--- src/rtl/sec_cnt_pkg.sv ---
package sec_cnt_pkg;
  localparam logic [7:0] ADDR_CNT_LO = 8'h08;
  localparam logic [7:0] ADDR_CNT_HI = 8'h0C;
  localparam logic [7:0] ADDR_ALM_LO = 8'h20;
  localparam logic [7:0] ADDR_ALM_HI = 8'h24;
  localparam logic [7:0] ADDR_CTL    = 8'h50;
  localparam int         FMODE_LSB   = 24;

  typedef enum logic [1:0] {
    FM_LIVE0 = 2'd0,
    FM_LIVE1 = 2'd1,
    FM_SPLIT = 2'd2,
    FM_LIVE3 = 2'd3
  } fmode_e;
endpackage

--- src/rtl/sec_cnt_prescaler.sv ---
module sec_cnt_prescaler #(
  parameter int PRESC_W = 15
) (
  input  logic clk_i,
  input  logic rst_ni,
  input  logic tick_i,
  input  logic clear_i,
  output logic carry_o
);
  logic [PRESC_W-1:0] div_q;

  assign carry_o = tick_i && !clear_i && (&div_q);

  always_ff @(posedge clk_i or negedge rst_ni) begin
    if (!rst_ni)      div_q <= '0;
    else if (clear_i) div_q <= '0;
    else if (tick_i)  div_q <= div_q + 1'b1;
  end

  assert_presc_clear_R6: assert property (@(posedge clk_i) disable iff (!rst_ni)
    clear_i |=> (div_q == '0));
  assert_presc_idle_R2: assert property (@(posedge clk_i) disable iff (!rst_ni)
    (!tick_i && !clear_i) |=> $stable(div_q));
endmodule

--- src/rtl/sec_cnt_core.sv ---
module sec_cnt_core #(
  parameter int CNT_W = 48,
  parameter int LO_W  = 32
) (
  input  logic             clk_i,
  input  logic             rst_ni,
  input  logic             carry_i,
  input  logic             wr_lo_i,
  input  logic             wr_hi_i,
  input  logic [LO_W-1:0]  wdata_i,
  output logic [CNT_W-1:0] cnt_o
);
  localparam int HI_W = CNT_W - LO_W;

  logic [CNT_W-1:0] cnt_q;
  logic [LO_W-1:0]  stage_q;

  always_ff @(posedge clk_i or negedge rst_ni) begin
    if (!rst_ni) begin
      cnt_q   <= '0;
      stage_q <= '0;
    end else begin
      if (wr_lo_i) stage_q <= wdata_i;
      if (wr_hi_i)      cnt_q <= {wdata_i[HI_W-1:0], stage_q};  // commit both halves at once
      else if (carry_i) cnt_q <= cnt_q + 1'b1;
    end
  end

  assign cnt_o = cnt_q;

  assert_incr_R2: assert property (@(posedge clk_i) disable iff (!rst_ni)
    (carry_i && !wr_hi_i) |=> (cnt_q == $past(cnt_q) + 1'b1));
  assert_hold_R6: assert property (@(posedge clk_i) disable iff (!rst_ni)
    (!carry_i && !wr_hi_i) |=> $stable(cnt_q));
  assert_load_R7: assert property (@(posedge clk_i) disable iff (!rst_ni)
    wr_hi_i |=> (cnt_q[CNT_W-1:LO_W] == $past(wdata_i[HI_W-1:0])) &&
                (cnt_q[LO_W-1:0] == $past(stage_q)));
endmodule

--- src/rtl/sec_cnt_snapshot.sv ---
module sec_cnt_snapshot #(
  parameter int HI_W = 16
) (
  input  logic            clk_i,
  input  logic            rst_ni,
  input  logic            rd_lo_i,
  input  logic            rd_hi_i,
  input  logic            freeze_i,
  input  logic [HI_W-1:0] live_hi_i,
  output logic [HI_W-1:0] hi_o
);
  logic [HI_W-1:0] shadow_q;
  logic            frozen_q;

  always_ff @(posedge clk_i or negedge rst_ni) begin
    if (!rst_ni) begin
      shadow_q <= '0;
      frozen_q <= 1'b0;
    end else if (rd_lo_i && freeze_i) begin
      shadow_q <= live_hi_i;
      frozen_q <= 1'b1;
    end else if (rd_hi_i) begin
      frozen_q <= 1'b0;
    end
  end

  assign hi_o = (freeze_i && frozen_q) ? shadow_q : live_hi_i;

  assert_shadow_hold_R4: assert property (@(posedge clk_i) disable iff (!rst_ni)
    (frozen_q && !rd_lo_i) |=> $stable(shadow_q));
  assert_release_R4: assert property (@(posedge clk_i) disable iff (!rst_ni)
    (rd_hi_i && !rd_lo_i) |=> !frozen_q);
endmodule

--- src/rtl/sec_cnt_alarm.sv ---
module sec_cnt_alarm #(
  parameter int CNT_W = 48,
  parameter int LO_W  = 32
) (
  input  logic             clk_i,
  input  logic             rst_ni,
  input  logic             wr_lo_i,
  input  logic             wr_hi_i,
  input  logic [LO_W-1:0]  wdata_i,
  input  logic [CNT_W-1:0] cnt_i,
  output logic [CNT_W-1:0] alm_o,
  output logic             fire_o
);
  localparam int HI_W = CNT_W - LO_W;

  logic [CNT_W-1:0] alm_q;
  logic             match, match_q, fire_q;

  assign match = (cnt_i == alm_q);

  always_ff @(posedge clk_i or negedge rst_ni) begin
    if (!rst_ni) begin
      alm_q   <= '1;
      match_q <= 1'b0;
      fire_q  <= 1'b0;
    end else begin
      if (wr_lo_i) alm_q[LO_W-1:0]     <= wdata_i;
      if (wr_hi_i) alm_q[CNT_W-1:LO_W] <= wdata_i[HI_W-1:0];
      match_q <= match;
      fire_q  <= match && !match_q;  // rising edge of equality only
    end
  end

  assign alm_o  = alm_q;
  assign fire_o = fire_q;

  assert_single_pulse_R9: assert property (@(posedge clk_i) disable iff (!rst_ni)
    fire_o |=> !fire_o);
  assert_fire_match_R9: assert property (@(posedge clk_i) disable iff (!rst_ni)
    $rose(fire_o) |-> $past(match));
endmodule

--- src/rtl/sec_counter_top.sv ---
module sec_counter_top
  import sec_cnt_pkg::*;
#(
  parameter int CNT_W   = 48,
  parameter int LO_W    = 32,
  parameter int PRESC_W = 15
) (
  input  logic            clk_i,
  input  logic            rst_ni,
  input  logic            tick_i,
  input  logic            wr_en_i,
  input  logic            rd_en_i,
  input  logic [7:0]      addr_i,
  input  logic [LO_W-1:0] wdata_i,
  output logic [LO_W-1:0] rdata_o,
  output logic            alarm_o
);
  localparam int HI_W = CNT_W - LO_W;

  fmode_e           fmode_q;
  logic [CNT_W-1:0] cnt, alm;
  logic [HI_W-1:0]  hi_view;
  logic             carry, wr_cnt_lo, wr_cnt_hi, wr_alm_lo, wr_alm_hi;
  logic             rd_cnt_lo, rd_cnt_hi;
  logic [LO_W-1:0]  rd_mux;

  assign wr_cnt_lo = wr_en_i && (addr_i == ADDR_CNT_LO);
  assign wr_cnt_hi = wr_en_i && (addr_i == ADDR_CNT_HI);
  assign wr_alm_lo = wr_en_i && (addr_i == ADDR_ALM_LO);
  assign wr_alm_hi = wr_en_i && (addr_i == ADDR_ALM_HI);
  assign rd_cnt_lo = rd_en_i && (addr_i == ADDR_CNT_LO);
  assign rd_cnt_hi = rd_en_i && (addr_i == ADDR_CNT_HI);

  always_ff @(posedge clk_i or negedge rst_ni) begin
    if (!rst_ni) fmode_q <= FM_LIVE0;
    else if (wr_en_i && addr_i == ADDR_CTL)
      fmode_q <= fmode_e'(wdata_i[FMODE_LSB+1:FMODE_LSB]);
  end

  sec_cnt_prescaler #(.PRESC_W(PRESC_W)) u_presc (
    .clk_i, .rst_ni, .tick_i, .clear_i(wr_cnt_hi), .carry_o(carry)
  );

  sec_cnt_core #(.CNT_W(CNT_W), .LO_W(LO_W)) u_core (
    .clk_i, .rst_ni, .carry_i(carry), .wr_lo_i(wr_cnt_lo), .wr_hi_i(wr_cnt_hi),
    .wdata_i, .cnt_o(cnt)
  );

  sec_cnt_snapshot #(.HI_W(HI_W)) u_snap (
    .clk_i, .rst_ni, .rd_lo_i(rd_cnt_lo), .rd_hi_i(rd_cnt_hi),
    .freeze_i(fmode_q == FM_SPLIT), .live_hi_i(cnt[CNT_W-1:LO_W]), .hi_o(hi_view)
  );

  sec_cnt_alarm #(.CNT_W(CNT_W), .LO_W(LO_W)) u_alarm (
    .clk_i, .rst_ni, .wr_lo_i(wr_alm_lo), .wr_hi_i(wr_alm_hi), .wdata_i,
    .cnt_i(cnt), .alm_o(alm), .fire_o(alarm_o)
  );

  always_comb begin
    rd_mux = '0;
    case (addr_i)
      ADDR_CNT_LO: rd_mux = cnt[LO_W-1:0];
      ADDR_CNT_HI: rd_mux = {{(LO_W-HI_W){1'b0}}, hi_view};
      ADDR_ALM_LO: rd_mux = alm[LO_W-1:0];
      ADDR_ALM_HI: rd_mux = {{(LO_W-HI_W){1'b0}}, alm[CNT_W-1:LO_W]};
      ADDR_CTL:    rd_mux[FMODE_LSB+1:FMODE_LSB] = fmode_q;
      default:     rd_mux = '0;
    endcase
  end

  assign rdata_o = rd_en_i ? rd_mux : '0;

  assert_ctl_hold_R10: assert property (@(posedge clk_i) disable iff (!rst_ni)
    !(wr_en_i && addr_i == ADDR_CTL) |=> $stable(fmode_q));
endmodule

--- config.mk ---
export PLATFORM = sky130hd
export DESIGN_NAME = sec_counter_top
export DESIGN_NICKNAME = d
export VERILOG_FILES = /design/src/rtl/sec_cnt_pkg.sv /design/src/rtl/sec_cnt_prescaler.sv /design/src/rtl/sec_cnt_core.sv /design/src/rtl/sec_cnt_snapshot.sv /design/src/rtl/sec_cnt_alarm.sv /design/src/rtl/sec_counter_top.sv
export SDC_FILE = /design/constraint.sdc
export NUM_CORES = 1
export LEC_CHECK = 0
export CAP_MARGIN = 15
export CORE_MARGIN = 2
export CORE_UTILIZATION = 60
export CTS_CLUSTER_SIZE = 14
export DETAILED_ROUTE_END_ITERATION = 8
export GPL_ROUTABILITY_DRIVEN = 0
export PLACE_DENSITY = 0.82
export SYNTH_ARGS = -nofsm -noshare
export SYNTH_HDL_FRONTEND = slang
export SYNTH_HIERARCHICAL = 1
export SYNTH_SLANG_ARGS = --single-unit
export TNS_END_PERCENT = 100
--- constraint.sdc ---
create_clock -name clk_i -period 7.82 [get_ports clk_i]
set_input_delay 1.564 -clock clk_i [delete_from_list [all_inputs] [get_ports clk_i]]
set_output_delay 1.564 -clock clk_i [all_outputs]
set_load 0.005 [all_outputs]
-- Word level (Yosys, flattened, before mapping)
Index checks and enable logic that the tools add are counted.
- input port bits: 45
- logic and storage cells: 48
- register bits: 164
- mux-type cells: 11
- add/subtract/negate cells: 2
- equality and inequality tests: 7
- reduce and logical (&&, ||, !) cells: 18
- operator list (kind ; count):
    48-bit two-way mux ; 2
    24-bit case mux with 4 select lines ; 1
    48-bit by 1-bit adder with 48-bit output, second input constant ; 1
    48-bit == test ; 1
    32-bit two-way mux ; 1
    15-bit two-way mux ; 2
    8-bit by 4-bit == test with 1-bit output, second input constant ; 2
    8-bit by 6-bit == test with 1-bit output, second input constant ; 2
    16-bit two-way mux ; 1
    15-bit by 1-bit adder with 15-bit output, second input constant ; 1
    15-bit AND reduction ; 1
    1-bit logical AND ; 12
    6-bit case mux with 2 select lines ; 1
    8-bit by 7-bit == test with 1-bit output, second input constant ; 1
    2-bit case mux with 3 select lines ; 1
    2-bit nonzero test ; 3
    2-bit == test, second input constant ; 1
    1-bit logical NOT ; 2
    1-bit two-way mux ; 2

-- Logic depth before layout (Yosys ltp)
- depth after elaboration: 7
- mapped depth: 14
- mapped depth without buffers: 10

-- Modules after synthesis
The synthesis kept the hierarchy.
- by module, submodules not included (module ; times used ; cells each ; sequential area each (um^2) ; area an instance (um^2)):
    sec_cnt_core ; 1 ; 375 ; 2001.9 ; 3877.5
    sec_cnt_alarm ; 1 ; 169 ; 1311.3 ; 2417.3
    sec_counter_top ; 1 ; 231 ; 50.0 ; 1702.9
    sec_cnt_snapshot ; 1 ; 55 ; 425.4 ; 829.5
    sec_cnt_prescaler ; 1 ; 81 ; 375.4 ; 800.8

-- Worst setup path after synthesis
OpenSTA, ideal clock, no wires.
- kind: input -> register
- start point: input addr_i[0]
- end point: register u_core.cnt_q[41] (netlist: u_core/cnt_o[41])
- slack: 3442 ps
- buffers on the path: 3
- stages: 13
- library setup time: 82 ps
- data arrival time: 4296 ps
- cells stage by stage: buf_2 buf_2 nor3b_1 nand2_1 nor2_1 buf_4 or2b_1 nor2_1 nand4_4 nor4_4 nand3_2 or4_1 a31oi_1
- word-level cells in the longest chain between the ends: 6
- elaborated cells on any way between the ends: 7
- classes of those cells: 1 x eq/ne; 1 x mux; 5 x reduce/logical
- ends and longest elaborated chain (element ; RTL line ; source):
    start, declared ; sec_counter_top.sv:13 ; input logic [7:0] addr_i,
    8-bit by 4-bit == test with 1-bit output ; sec_counter_top.sv:28 ; assign wr_cnt_hi = wr_en_i && (addr_i == ADDR_CNT_HI);
    1-bit logical AND ; sec_counter_top.sv:28 ;
    via wr_cnt_hi ; sec_counter_top.sv:23 ; logic carry, wr_cnt_lo, wr_cnt_hi, wr_alm_lo, wr_alm_hi;
    1-bit logical NOT ; sec_cnt_prescaler.sv:12 ; assign carry_o = tick_i && !clear_i && (&div_q);
    1-bit logical AND (2 in series) ; sec_cnt_prescaler.sv:12 ;
    via carry ; sec_counter_top.sv:23 ;
    2-bit nonzero test (no source line) ; - ;
    end signal, assigned ; sec_cnt_core.sv:24 ; if (wr_hi_i) cnt_q <= {wdata_i[HI_W-1:0], stage_q};
    end signal, assigned ; sec_cnt_core.sv:25 ; else if (carry_i) cnt_q <= cnt_q + 1'b1;
    end, declared ; sec_cnt_core.sv:15 ; logic [CNT_W-1:0] cnt_q;
The timed path passes the listed nets, and every way through them passes these cells.
A chain may end at the register's enable or synchronous reset.

-- Worst setup path in the final report
- start point: input addr_i[4]
- end point: output rdata_o[16]
- word-level cells in the longest chain between the ends: 3
- elaborated cells on any way between the ends: 6
- classes of those cells: 4 x eq/ne; 2 x mux
- ends and longest elaborated chain (element ; RTL line ; source):
    8-bit by 6-bit == test with 1-bit output or 8-bit by 4-bit == test with 1-bit output (tied branches) ; sec_counter_top.sv:61 ; case (addr_i)
    24-bit case mux with 4 select lines (*) ; sec_counter_top.sv:61 ;
    32-bit two-way mux (*) ; sec_counter_top.sv:71 ; assign rdata_o = rd_en_i ? rd_mux : '0;
    end, declared ; sec_counter_top.sv:15 ; output logic [LO_W-1:0] rdata_o,
Mark *: on every way between the ends. The rest lies on a longest branch, timed or not.

==> reports/summary.txt <==
Slowest stage cell, crit path = clkdlybuf4s50_1
Crit. End Element = output pin
Wirelength per Cell = 22.5 microns
Pleak = 4.54 nW
Synth Area in XOR/XNOR = 8.10%
Worst setup path class = input port to output pin
Pre-antenna DRT Iters = 6
R2r endpoint = u_core/cnt_o[44]$_DFFE_PN0P_
Hold Crit Depth = 1
Largest stage delay, worst path = 0.57 ns
Die area = 0.0171 sq mm
Logic pwr share = 10.7%
Number of I/O pins = 78
Net switching power = 0.000525 W
Syn-to-layout area delta = 15.0%
Total gr overflow = 0
Crit path launch = addr_i[4]
Post-Synth Adder-Cell Area = 0.260%
Sw Share = 25.4%
CTS Root Cell = clkbuf_16
Hold Path Origin = u_alarm/match_q$_DFF_PN0_
H-tree level count = 4
Clk_lat worst skew = 0.43 ns
Outcome = finished, final reports clean
First-pass GRT wire length = 41,500 microns
Area of the multi-input gates = 0.00509 sq mm
Nets = 1,002
MaxCap Viol Count = 0
Final min period = 5.84 ns
Setup violations, final = 0
Worst ir drop on vdd = 0.000144 V
HPWL after detailed placement = 17,500 microns
Flop pwr share = 46.5%
Remaining DRCs = 0
CP Data Arrival Time = 4.27 ns
WP buf/inv = 4
Port Buffers = 77
Vias in the first global route = 7,590
Final hold vios = 0
Die Height = 131 microns
Layout cells sized above 1 = 22.2%
Clock tree buffer depth = 2
FF/Latch Area = 0.00416 sq mm
Starting Density = 61.1%
Power per cell area = 186 mW/mm^2
Reg2reg setup slack = 3.90 ns
Max-slew violations = 0
Cell chain of the critical path = clkdlybuf4s50_1 > nor3_4 > buf_4 > o2111ai_2 > buf_4 > a21oi_1 > clkdlybuf4s50_1
Post-Synth Simple-Gate Area = 21.7%
Largest family of logic cells by synthesized area = simple AND/OR/NAND/NOR gates
Most common cell after layout, fill and taps aside = dfrtp_1
RSZ-0062 raised after global routing = false
Post-Syn Nets = 958
Post-CTS Setup Repair Bufs = 0
Startpoint Class = input port
Final worst path period share = 74.6%
Synth unique cells = 53
Mux cell area share after synthesis = 14.2%
Gr usage total = 32.2%
Routed wire length = 26,700 microns
Number of routed nets with antenna violations = 0
DRT iter0 DRCs = 869
Compound-Gate Fraction of Synth Area = 8.49%
Worst min-delay path class = flip-flop to flip-flop
Average cell area after synthesis = 10.6 sq um
RR Startpoint = u_presc/div_q[0]$_DFFE_PN0P_
Synth warnings = 6
Clock Skew = 0.00994 ns
FP Rows = 46
Sum Neg Setup Slack = 0 ns
Worst hold slack = 0.428 ns
Most frequent cells in the layout = 116 x dfrtp_1, 93 x mux2_2, 77 x xor2_1
Core Area = 0.0158 sq mm
Sequential-to-total area share from yosys stat = 43.2%
Via count = 7,983
Internal power = 0.00154 W
Hold Path End = u_alarm/fire_o$_DFF_PN0_
Netlist Area Pre-Place = 0.00963 sq mm
Max_slew headroom = 30.0%
CTS resizes = 0
Clock share of power = 42.8%
Top Family by Delay on Critical Path = buffers and inverters
Clk slew on worst S/H paths = 0.07 ns
CTS Hold Bufs = 0
Mapped Cells = 911
Register-to-Register Path Depth = 9
# diodes = 0
Chip width = 131 microns
DR vias/cell = 6.74
Fillers = 1,136
CTS tree = yes
Measured slew at the worst slew-check pin = 1.05 ns
# clock sinks = 164
Clock buffer count from CTS = 17
Pin count of the biggest net entering global routing = 99
Max FO, Critical Path = 52
Initial antenna violation count = 0
Required @ worst endpoint = 6.26 ns
Highest clock rate = 171 MHz
Synth Register Bits = 164
## stage by stage
step                      std cells  utilization [%]  instance area, sq um  total power (W)  worst slack (ns)
after floorplan                 911                -                  9630          0.00109              3.44
after global placement         1151             66.2                 10400          0.00118              2.16
after detailed placement       1151             66.2                 10400          0.00119              2.07
after CTS                      1183             70.2                 11100          0.00207              2.03
after global routing           1184             70.2                 11100          0.00214              1.91
final                          1184             70.2                 11100          0.00207              1.98
## power by group through the flow
stage | clock [W] | combinational (W) | sequential, W
after floorplan | 0 | 0.000135 | 0.000958
after global placement | 0 | 0.000209 | 0.000970
after detailed placement | 0 | 0.000215 | 0.000974
after CTS | 0.000889 | 0.000217 | 0.000960
after global routing | 0.000930 | 0.000241 | 0.000968
final | 0.000884 | 0.000220 | 0.000961
## layout make-up
class / instances / area share, %
inverter: 14 / 0.474
clock inverter: 13 / 1.65
timing repair buffer: 92 / 7.88
tap: 216 / 2.44
sequential: 164 / 37.6
multi-input combinational: 666 / 46.0
clock buffer: 19 / 4.00
## worst reg2reg max path: stages (launching register included)
cell and delay (ns):
dfrtp_1 0.40, ha_1 0.21, nand4_2 0.24, or4_1 0.54
nor2_1 0.40, nand4_1 0.35, nor3_2 0.54, nand3_2 0.36
or4_1 0.61, a31oi_1 0.19
## sequential cells by signal (all words and copies together) (netlist names)
name,count
fmode_q,2
u_alarm/alm_o,48
u_alarm/fire_o,1
u_alarm/match_q,1
u_core/cnt_o,48
u_core/stage_q,32
u_presc/div_q,15
u_snap/frozen_q,1
u_snap/shadow_q,16
## worst max path at each step
stage,end,slack [ns],depth (start not counted)
2_1_floorplan,u_core/cnt_o[41]$_DFFE_PN0P_,3.44,13
3_3_place_gp,rdata_o[17],2.16,7
3_5_place_dp,rdata_o[16],2.07,7
4_1_cts,rdata_o[16],2.03,7
5_1_grt,rdata_o[16],1.91,7
6_report,rdata_o[16],1.98,7
## cell families after synthesis
family	after synthesis
mux	122
fa+ha+maj	2
compound gates	134
buf+inv	81
xor+xnor	89
flops	164
simple gates	319
## Yosys cell counts, drive strengths merged
library cell | number | area share, %
mux2 | 119 | 14
dfrtp | 116 | 30
xor2 | 77 | 7.0
nand2 | 61 | 2.4
dfstp | 48 | 13
nand4 | 48 | 3.5
o21ai | 48 | 2.5
nand3 | 38 | 2.1
buf | 37 | 2.3
nor2 | 33 | 1.3
nor4b | 33 | 3.2
o211ai | 32 | 2.5
nor4bb | 31 | 3.2
clkbuf | 30 | 1.2
a21oi | 29 | 1.5
nor4 | 26 | 2.3
inv | 14 | 0.55
xnor2 | 12 | 1.1
or3 | 11 | 0.71
a31oi | 10 | 0.65
nor2b | 8 | 0.52
nor3 | 8 | 0.70
and3 | 7 | 0.45
a21boi | 6 | 0.47
or4 | 6 | 0.47
o31ai | 5 | 0.39
mux2i | 3 | 0.31
a311oi | 2 | 0.25
and2 | 2 | 0.13
and4 | 2 | 0.18
and4bb | 2 | 0.26
ha | 2 | 0.26
a22oi | 1 | 0.078
nor3b | 1 | 0.078
o2111ai | 1 | 0.16
or2 | 1 | 0.065
or2b | 1 | 0.078
## layer usage
metal | GRT usage [%] | part of all wire, %
met5 | 0 | 0
met1 | 44.8 | 41
met2 | 51.0 | 48
met4 | 11.8 | 2.8
met3 | 5.50 | 8.7
(Power assumes the default switching activity.)
